File: config.mk
export PLATFORM = sky130hd
export DESIGN_NAME = txbuf_sched
export DESIGN_NICKNAME = d
export VERILOG_FILES = /design/src/rtl/txbuf_pkg.sv /design/src/rtl/txbuf_slot.sv /design/src/rtl/txbuf_arbiter.sv /design/src/rtl/txbuf_issue.sv /design/src/rtl/txbuf_sched.sv
export SDC_FILE = /design/constraint.sdc
export NUM_CORES = 1
export LEC_CHECK = 0
export ABC_AREA = 1
export CELL_PAD_IN_SITES_DETAIL_PLACEMENT = 1
export CELL_PAD_IN_SITES_GLOBAL_PLACEMENT = 1
export CORE_MARGIN = 1.5
export CORE_UTILIZATION = 30
export CTS_BUF_LIST = sky130_fd_sc_hd__clkbuf_4 sky130_fd_sc_hd__clkbuf_8
export CTS_CLUSTER_DIAMETER = 60
export CTS_CLUSTER_SIZE = 10
export DETAILED_ROUTE_END_ITERATION = 12
export PLACE_DENSITY = 0.86
export SLEW_MARGIN = 20
export SYNTH_ARGS = -nofsm -noshare
export SYNTH_HDL_FRONTEND = slang
export SYNTH_SLANG_ARGS = --single-unit
File: constraint.sdc
create_clock -name clk -period 4.2 [get_ports clk]
set_clock_uncertainty 0.15 [all_clocks]
set_input_delay 0.63 -clock clk [delete_from_list [all_inputs] [get_ports clk]]
set_output_delay 0.63 -clock clk [all_outputs]
set_load 0.005 [all_outputs]
File: src/rtl/txbuf_pkg.sv
package txbuf_pkg;
  localparam int FIELD_W = 4;

  typedef enum logic [FIELD_W-1:0] {
    BST_EMPTY   = 4'd0,
    BST_READY   = 4'd1,
    BST_SENT_OK = 4'd2,
    BST_FAILED  = 4'd3,
    BST_ABORTED = 4'd4
  } buf_state_e;
endpackage

File: src/rtl/txbuf_slot.sv
module txbuf_slot
  import txbuf_pkg::*;
(
  input  logic       clk,
  input  logic       rst_n,
  input  logic       cmd_hit,
  input  logic       do_ready,
  input  logic       do_abort,
  input  logic       do_empty,
  input  logic       done_hit,
  input  logic       done_ok,
  output buf_state_e state
);
  buf_state_e after_cmd;
  buf_state_e state_nxt;

  // Actions applied in sequence: abort, mark ready, release.
  always_comb begin
    after_cmd = state;
    if (do_abort && after_cmd == BST_READY) begin
      after_cmd = BST_ABORTED;
    end
    if (do_ready) begin
      case (after_cmd)
        BST_EMPTY, BST_SENT_OK, BST_FAILED, BST_ABORTED: after_cmd = BST_READY;
        default: ;
      endcase
    end
    if (do_empty) begin
      case (after_cmd)
        BST_SENT_OK, BST_FAILED, BST_ABORTED: after_cmd = BST_EMPTY;
        default: ;
      endcase
    end
  end

  always_comb begin
    state_nxt = state;
    if (cmd_hit) begin
      state_nxt = after_cmd;
    end
    // Completion outcome overrides a coincident command.
    if (done_hit) begin
      state_nxt = done_ok ? BST_SENT_OK : BST_FAILED;
    end
  end

  always_ff @(posedge clk) begin
    if (!rst_n) begin
      state <= BST_EMPTY;
    end else begin
      state <= state_nxt;
    end
  end
endmodule

File: src/rtl/txbuf_arbiter.sv
module txbuf_arbiter
  import txbuf_pkg::*;
#(
  parameter int NUM_BUFS = 4,
  parameter int PRIO_W   = 3,
  localparam int IDX_W   = (NUM_BUFS > 1) ? $clog2(NUM_BUFS) : 1
) (
  input  logic [NUM_BUFS-1:0]         ready_vec,
  input  logic [NUM_BUFS*FIELD_W-1:0] prio_flat,
  output logic                        found,
  output logic [IDX_W-1:0]            pick_idx
);
  logic [PRIO_W-1:0] best;

  // Ascending scan with a strict compare: ties keep the lower index,
  // and starting at zero means priority 0 can never win.
  always_comb begin
    best     = '0;
    found    = 1'b0;
    pick_idx = '0;
    for (int i = 0; i < NUM_BUFS; i++) begin
      if (ready_vec[i] && (prio_flat[i*FIELD_W +: PRIO_W] > best)) begin
        best     = prio_flat[i*FIELD_W +: PRIO_W];
        found    = 1'b1;
        pick_idx = IDX_W'(i);
      end
    end
  end
endmodule

File: src/rtl/txbuf_issue.sv
module txbuf_issue #(
  parameter int NUM_BUFS = 4,
  parameter int CNT_W    = 16,
  localparam int IDX_W   = (NUM_BUFS > 1) ? $clog2(NUM_BUFS) : 1
) (
  input  logic             clk,
  input  logic             rst_n,
  input  logic             enable,
  input  logic             found,
  input  logic [IDX_W-1:0] pick_idx,
  input  logic             tx_ready,
  input  logic             tx_done,
  input  logic             tx_ok,
  output logic             tx_valid,
  output logic [IDX_W-1:0] tx_idx,
  output logic             busy,
  output logic             done_fire,
  output logic [CNT_W-1:0] tx_frame_cnt,
  output logic             irq_tx_done,
  output logic             irq_buf_chg
);
  logic issue;

  assign issue     = enable && found && !busy;
  // A completion counts only once the request has been accepted.
  assign done_fire = tx_done && busy && !tx_valid;

  always_ff @(posedge clk) begin
    if (!rst_n) begin
      tx_valid     <= 1'b0;
      tx_idx       <= '0;
      busy         <= 1'b0;
      tx_frame_cnt <= '0;
      irq_tx_done  <= 1'b0;
      irq_buf_chg  <= 1'b0;
    end else begin
      if (issue) begin
        tx_valid <= 1'b1;
        tx_idx   <= pick_idx;
        busy     <= 1'b1;
      end else if (tx_valid && tx_ready) begin
        tx_valid <= 1'b0;
      end
      if (done_fire) begin
        busy <= 1'b0;
        if (tx_ok) begin
          tx_frame_cnt <= tx_frame_cnt + CNT_W'(1);
        end
      end
      irq_tx_done <= done_fire && tx_ok;
      irq_buf_chg <= done_fire;
    end
  end
endmodule

File: src/rtl/txbuf_sched.sv
module txbuf_sched
  import txbuf_pkg::*;
#(
  parameter int NUM_BUFS = 4,
  parameter int PRIO_W   = 3,
  parameter int CNT_W    = 16,
  localparam int IDX_W   = (NUM_BUFS > 1) ? $clog2(NUM_BUFS) : 1,
  localparam int WORD_W  = NUM_BUFS * FIELD_W
) (
  input  logic                clk,
  input  logic                rst_n,
  input  logic                enable,
  input  logic                cmd_valid,
  input  logic [NUM_BUFS-1:0] cmd_sel,
  input  logic                cmd_set_ready,
  input  logic                cmd_abort,
  input  logic                cmd_set_empty,
  input  logic                prio_we,
  input  logic [WORD_W-1:0]   prio_wdata,
  output logic [WORD_W-1:0]   prio_word,
  output logic                tx_valid,
  input  logic                tx_ready,
  output logic [IDX_W-1:0]    tx_idx,
  input  logic                tx_done,
  input  logic                tx_ok,
  output logic                busy,
  output logic [WORD_W-1:0]   status_word,
  output logic                txnf,
  output logic [CNT_W-1:0]    tx_frame_cnt,
  output logic                irq_tx_done,
  output logic                irq_buf_chg
);
  buf_state_e            slot_st [NUM_BUFS];
  logic [NUM_BUFS-1:0]   ready_vec;
  logic [NUM_BUFS-1:0]   empty_vec;
  logic                  found;
  logic [IDX_W-1:0]      pick_idx;
  logic                  done_fire;

  always_ff @(posedge clk) begin
    if (!rst_n) begin
      prio_word <= '0;
    end else if (prio_we) begin
      prio_word <= prio_wdata;
    end
  end

  for (genvar g = 0; g < NUM_BUFS; g++) begin : g_slot
    logic hit;
    logic dhit;
    assign hit  = cmd_valid && enable && cmd_sel[g];
    assign dhit = done_fire && (tx_idx == IDX_W'(g));

    txbuf_slot u_slot (
      .clk      (clk),
      .rst_n    (rst_n),
      .cmd_hit  (hit),
      .do_ready (cmd_set_ready),
      .do_abort (cmd_abort),
      .do_empty (cmd_set_empty),
      .done_hit (dhit),
      .done_ok  (tx_ok),
      .state    (slot_st[g])
    );

    assign status_word[g*FIELD_W +: FIELD_W] = slot_st[g];
    assign ready_vec[g] = (slot_st[g] == BST_READY);
    assign empty_vec[g] = (slot_st[g] == BST_EMPTY);
  end

  assign txnf = |empty_vec;

  txbuf_arbiter #(
    .NUM_BUFS (NUM_BUFS),
    .PRIO_W   (PRIO_W)
  ) u_arb (
    .ready_vec (ready_vec),
    .prio_flat (prio_word),
    .found     (found),
    .pick_idx  (pick_idx)
  );

  txbuf_issue #(
    .NUM_BUFS (NUM_BUFS),
    .CNT_W    (CNT_W)
  ) u_issue (
    .clk          (clk),
    .rst_n        (rst_n),
    .enable       (enable),
    .found        (found),
    .pick_idx     (pick_idx),
    .tx_ready     (tx_ready),
    .tx_done      (tx_done),
    .tx_ok        (tx_ok),
    .tx_valid     (tx_valid),
    .tx_idx       (tx_idx),
    .busy         (busy),
    .done_fire    (done_fire),
    .tx_frame_cnt (tx_frame_cnt),
    .irq_tx_done  (irq_tx_done),
    .irq_buf_chg  (irq_buf_chg)
  );
endmodule

### After elaboration in Yosys (flattened, before gate mapping)

Cells that the tools add are included.

| cells by class | value |
|---|---|
| add/sub/neg operators | 1 |
| $lt $le $gt $ge | 4 |
| equality and inequality tests | 31 |
| multiplexer cells | 41 |
| bitwise logic cells | 1 |
| reductions and logical operators | 50 |

Operators by type and width:

| cell | number |
|---|---|
| $mux 4 | 28 |
| $eq 4x2->1 const B | 16 |
| $eq 4x3->1 const B | 8 |
| $logic_not 4->1 | 8 |
| $logic_and 1x1->1 | 23 |
| $reduce_or 4->1 | 5 |
| $add 16x1->16 const B | 1 |
| $eq 4x1->1 const B | 4 |
| $reduce_or 3->1 | 4 |
| $reduce_bool 2->1 | 5 |
| $gt 3x3->1 | 3 |
| $mux 3 | 3 |
| $mux 1 | 8 |
| $eq 2x2->1 const B | 2 |
| $mux 2 | 2 |
| $gt 3x1->1 const B | 1 |
| $eq 2x1->1 const B | 1 |
| $logic_not 1->1 | 2 |
| $logic_not 2->1 | 1 |
| $reduce_and 2->1 | 1 |
| $reduce_or 2->1 | 1 |
| $not 1->1 | 1 |

| storage, ports and cells | value |
|---|---|
| register bits after elaboration | 54 |
| input port bits | 31 |
| output and inout bits | 55 |
| word-level logic and storage cells | 139 |

### Depth between registers and ports, before layout

| depth | value |
|---|---|
| word-level depth | 15 |
| gate-level depth with buffers | 28 |
| depth with buffers taken out | 28 |

### Modules after synthesis

From an unflattened synthesis, not the netlist that was laid out.

| second synthesis, totals | value |
|---|---|
| cell total of the unflattened synthesis | 517 |
| area total of the unflattened synthesis | 3,208.1 um^2 |

By module, submodules not included:

| module | times used | cells each | area each (um^2) | seq. area each (um^2) |
|---|---|---|---|---|
| txbuf_slot | 4 | 45 | 261.5 | 80.1 |
| txbuf_issue | 1 | 155 | 1,044.8 | 440.4 |
| txbuf_sched | 1 | 109 | 706.9 | 320.3 |
| txbuf_arbiter | 1 | 73 | 410.4 | 0.0 |

### Worst setup path after synthesis

OpenSTA, ideal clock, no wires.

| timing path | value |
|---|---|
| path type | register to register |
| start | reg g_slot[0].u_slot.state[0] |
| end | reg u_issue.tx_idx[0] |
| library setup time | 0.113 ns |
| arrival | 3.384 ns |
| required time | 3.937 ns |
| slack | 0.553 ns |
| stages on the path, launching flop included | 25 |
| path buffers | 0 |
| clock period less this slack | 3.647 ns |
| cell sequence | dfxtp_1 -> inv_1 -> nor3_2 -> nand3_1 -> ha_1 -> nand2_1 -> o21ai_0 -> nand2_2 -> nand2_1 -> o21ai_1 -> ha_1 -> nand2_1 -> o21ai_0 -> nand2_2 -> nand2_1 -> o21ai_0 -> ha_1 -> a21oi_1 -> o21ai_0 -> nand3_1 -> nand2_1 -> o21bai_2 -> inv_1 -> nor2_1 -> nor2_1 |

| between the ends | value |
|---|---|
| cells in the longest elaborated chain, start to end | 14 |
| elaborated cells on any way between the ends | 20 |
| those cells by class | order compare (3); eq/ne (1); mux (10); reduce/logical (6) |

Ends and longest elaborated chain:

| what | line | RTL |
|---|---|---|
| start: declaration | txbuf_slot.sv:12 | `output buf_state_e state` |
| start signal: assignment | txbuf_slot.sv:52 | `state <= state_nxt;` |
| $eq 4x1->1 * | txbuf_sched.sv:67 | `assign ready_vec[g] = (slot_st[g] == BST_READY);` |
| $logic_and 1x1->1 * | txbuf_arbiter.sv:22 | `if (ready_vec[i] && (prio_flat[i*FIELD_W +: PRIO_W] > best)) begin` |
| $mux 3 | txbuf_arbiter.sv:22 |  |
| $gt 3x3->1 | txbuf_arbiter.sv:22 |  |
| $logic_and 1x1->1 | txbuf_arbiter.sv:22 |  |
| $mux 3 | txbuf_arbiter.sv:22 |  |
| $gt 3x3->1 | txbuf_arbiter.sv:22 |  |
| $logic_and 1x1->1 | txbuf_arbiter.sv:22 |  |
| $mux 3 | txbuf_arbiter.sv:22 |  |
| $gt 3x3->1 | txbuf_arbiter.sv:22 |  |
| $logic_and 1x1->1 | txbuf_arbiter.sv:22 |  |
| $mux 1 | txbuf_arbiter.sv:22 |  |
| $logic_and 1x1->1 (2 in series) | txbuf_issue.sv:24 | `assign issue = enable && found && !busy;` |
| end signal: assignment | txbuf_issue.sv:39 | `tx_idx <= pick_idx;` |
| end: declaration | txbuf_issue.sv:15 | `output logic [IDX_W-1:0] tx_idx,` |

Mark *: on every way between the ends. The rest lies on a longest branch, timed or not.
A chain may end at the register's enable or synchronous reset.

### Worst setup path in the final report

| timing path | value |
|---|---|
| start | reg g_slot[0].u_slot.state[3] |
| end | reg u_issue.tx_idx[1] |

The elaborated chain is that of the path after synthesis.

==> results.toml <==
[die]
start_util = 0.309
die_h_um = 103
row_count = 36
dieArea_um2 = 10600
core_area_um2 = 9730
io_pins = 86
die_x_um = 103

[worst_setup_path]
slowest_delay_ns = 0.37
path_buf_inv = 2
critPathMaxFanout = 8
cp-end-kind = "register"
path_delay_family = "simple AND/OR/NAND/NOR gates"
cp.arrival_ns = 4.15
cp_data_required_time_ns = 4.28
crit_top_cell = "nand2_2"
critPathLaunchType = "register"
criticalPathCategory = "register to register"
slowest_stage = "dfxtp_4"

[place]
portBuffers = 85
detailed_place_hpwl_um = 7500
dpl.cell_count = 670
pre_cts_slack_ns = 0.00452
gp_congestion = 0.885

[timing]
slew_headroom = 0.487
worst_slew_pin_slew_ns = 0.765
setup_slack_ns = 0.129
slew_violations = 0
hold_viol_final = 0
setup-tns-final_ns = 0
period_share = 0.969
period_minus_slack_ns = 4.07
setup_viol = 0
fmax_mhz = 246

[yosys]
synth_area_leader_cell = "dfxtp_1"
synth_common_cells = "nand2_1 (93), inv_1 (61), nor2_1 (60)"
netlist_instances = 459
yosysSeqAreaShare = 0.360
synth_top_cell_area_share = 0.360
synth_top_flop_cell = "dfxtp_1"
synth.most_common_cell = "nand2_1"
netlist_area_um2 = 3010
syn_area_per_cell_um2 = 6.55
synth_area_leaders = "dfxtp_1 (36%), nand2_1 (12%), o21ai_0 (8.0%)"
synthArstFlopShare = 0
ys_warn_count = 0
ys_seq_elements = 54
synth_cell_types = 33
syn_nets = 500
synth-edff-count = 0

[grt]
antenna_found_initial = 0
met3_usage = 0.0380
grt-ovfl-total = 0
busiest_layer = "met2"
grt_pass1_wl_um = 15900
grt_pass1_vias = 3472
grt_max_degree = 30
met1_usage = 0.218
gr-usage-all-layers = 0.189
gr-usage-met2 = 0.356

[finish]
fin_nets = 592
syn2layout_area_growth_pct = 41.2
drive_gt1_frac = 0.0960
ff_latch_area_um2 = 1090
antenna_cells = 0
finalNonFillerCells = 685
multi_input_area_um2 = 1740
fillers = 1265

[cts]
cts_max_level = 2
max-clock-path-buffers = 2
clockRootBuffer = "clkbuf_8"
numCtsBuffers = 5
clk_latency_ns = 0.31
cts.sinks = 54
cts_tree = "yes"
cts.clk_slew.worst_paths_ns = 0.11

[power_and_ir_drop]
ir_drop_mv = 0.145
power.density_nw_per_um2 = 243
p_leak_nw = 1.67

[outcome]
status = "finished, final reports clean"

[detailed_routing]
post-route-drc-count = 0
ant_nets = 0
drt_iter0_drc = 99
drt-total-wl_um = 10100
viasPerCell = 4.81
vias = 3297
drt-pass1-iter-count = 4
wire_per_inst_um = 14.7

[min_path]
hp-class = "register to register"

[run]
drv_cap = 0
==> cell type report <==
type                            instances  share of cell area
Sequential cell                        54               0.256
Multi-Input combinational cell        334               0.411
Tap cell                              133              0.0392
Inverter                               63              0.0563
Clock inverter                          3             0.00619
Clock buffer                            5              0.0162
Timing Repair Buffer                   93               0.215
==> routing by layer <==
| layer | vias to the layer above | part of all wire |
|---|---|---|
| met5 | - | 0 |
| met4 | 0 | 0.014 |
| met3 | 10 | 0.032 |
| met2 | 49 | 0.51 |
| met1 | 1556 | 0.44 |
| li1 | 1682 | - |
==> cells by family (layout without fill, tap and decap cells) <==
kind of cell	Yosys count	after routing	synth area share
xor gates and xnor gates	2	2	0.00583
DFF	54	54	0.360
and+or+nand+nor	220	220	0.328
adders and majority gates	10	10	0.0416
AOI/OAI and AO/OA	102	102	0.176
buffers and inverters	71	164	0.0895
==> path summary, 6_finish.rpt <==
kind / depth (start not counted) / slack [ns] / start / end
setup / recovery: 27 / 0.13 / g_slot[0].u_slot.state[3] / u_issue.tx_idx[1]
hold / removal: 2 / 0.34 / g_slot[0].u_slot.state[3] / g_slot[0].u_slot.state[3]
setup reg to reg: 27 / 0.13 / g_slot[0].u_slot.state[3] / u_issue.tx_idx[1]
hold reg to reg: 2 / 0.34 / g_slot[0].u_slot.state[3] / g_slot[0].u_slot.state[3]
==> sequential cells by signal, indices dropped and copies added, names as in the netlist <==
| signal | cells |
|---|---|
| g_slot.u_slot.state | 16 |
| prio_word | 16 |
| u_issue.busy | 1 |
| u_issue.irq_buf_chg | 1 |
| u_issue.irq_tx_done | 1 |
| u_issue.tx_frame_cnt | 16 |
| u_issue.tx_idx | 2 |
| u_issue.tx_valid | 1 |
==> power by group <==
part           total, W  switching (W)  internal, W
sequential     0.000542      0.0000153     0.000526
clock          0.000313       0.000192     0.000121
combinational  0.000178      0.0000905    0.0000872
total           0.00103       0.000298     0.000735
==> metrics by stage <==
step	instance area, um2	total power [W]	hold slack (ns)	util
global placement	4000	0.000705	0.329	0.411
floorplan	3010	0.000626	0.320	-
CTS	4100	0.00103	0.362	0.421
detailed placement	4000	0.000713	0.341	0.411
global route	4240	0.00109	0.360	0.436
finish	4240	0.00103	0.336	0.436
==> timing repair <==
action,CTS,global route
hold buffers,0,0
resized for setup,1,28
pin swaps,0,17
setup buffers,0,7
gates cloned,0,0
endpoints found under the setup margin,2,4
==> cell usage in the layout, fill, tap and decap left out, types with 2 or more instances in the layout <==
| cell | instances |
|---|---|
| nand2_1 | 87 |
| nor3_1 | 5 |
| nor2_2 | 4 |
| clkbuf_8 | 5 |
| o21ai_0 | 44 |
| o21ai_2 | 4 |
| clkdlybuf4s50_1 | 85 |
| nor2_4 | 3 |
| nand2_4 | 2 |
| inv_2 | 2 |
| nand2_2 | 8 |
| nand3b_1 | 4 |
| dfxtp_1 | 51 |
| dfxtp_2 | 2 |
| nand4_1 | 6 |
| nor3_4 | 2 |
| nor2_1 | 58 |
| inv_1 | 59 |
| nand3_2 | 2 |
| ha_4 | 2 |
| clkinv_4 | 3 |
| nand3_1 | 36 |
| ha_1 | 8 |
| a21oi_1 | 44 |
| buf_4 | 8 |
| o21ai_1 | 5 |
==> worst register-to-register path: cells and delay by family (launching register included) <==
kind | cells | cell delay, ns
AO/OA/AOI/OAI | 6 | 0.68
adder cells (fa/ha/maj) | 3 | 0.90
buffers and inverters | 2 | 0.12
flip-flops | 1 | 0.37
AND/OR/NAND/NOR | 16 | 1.78
Power figures use the tool's default switching activity.
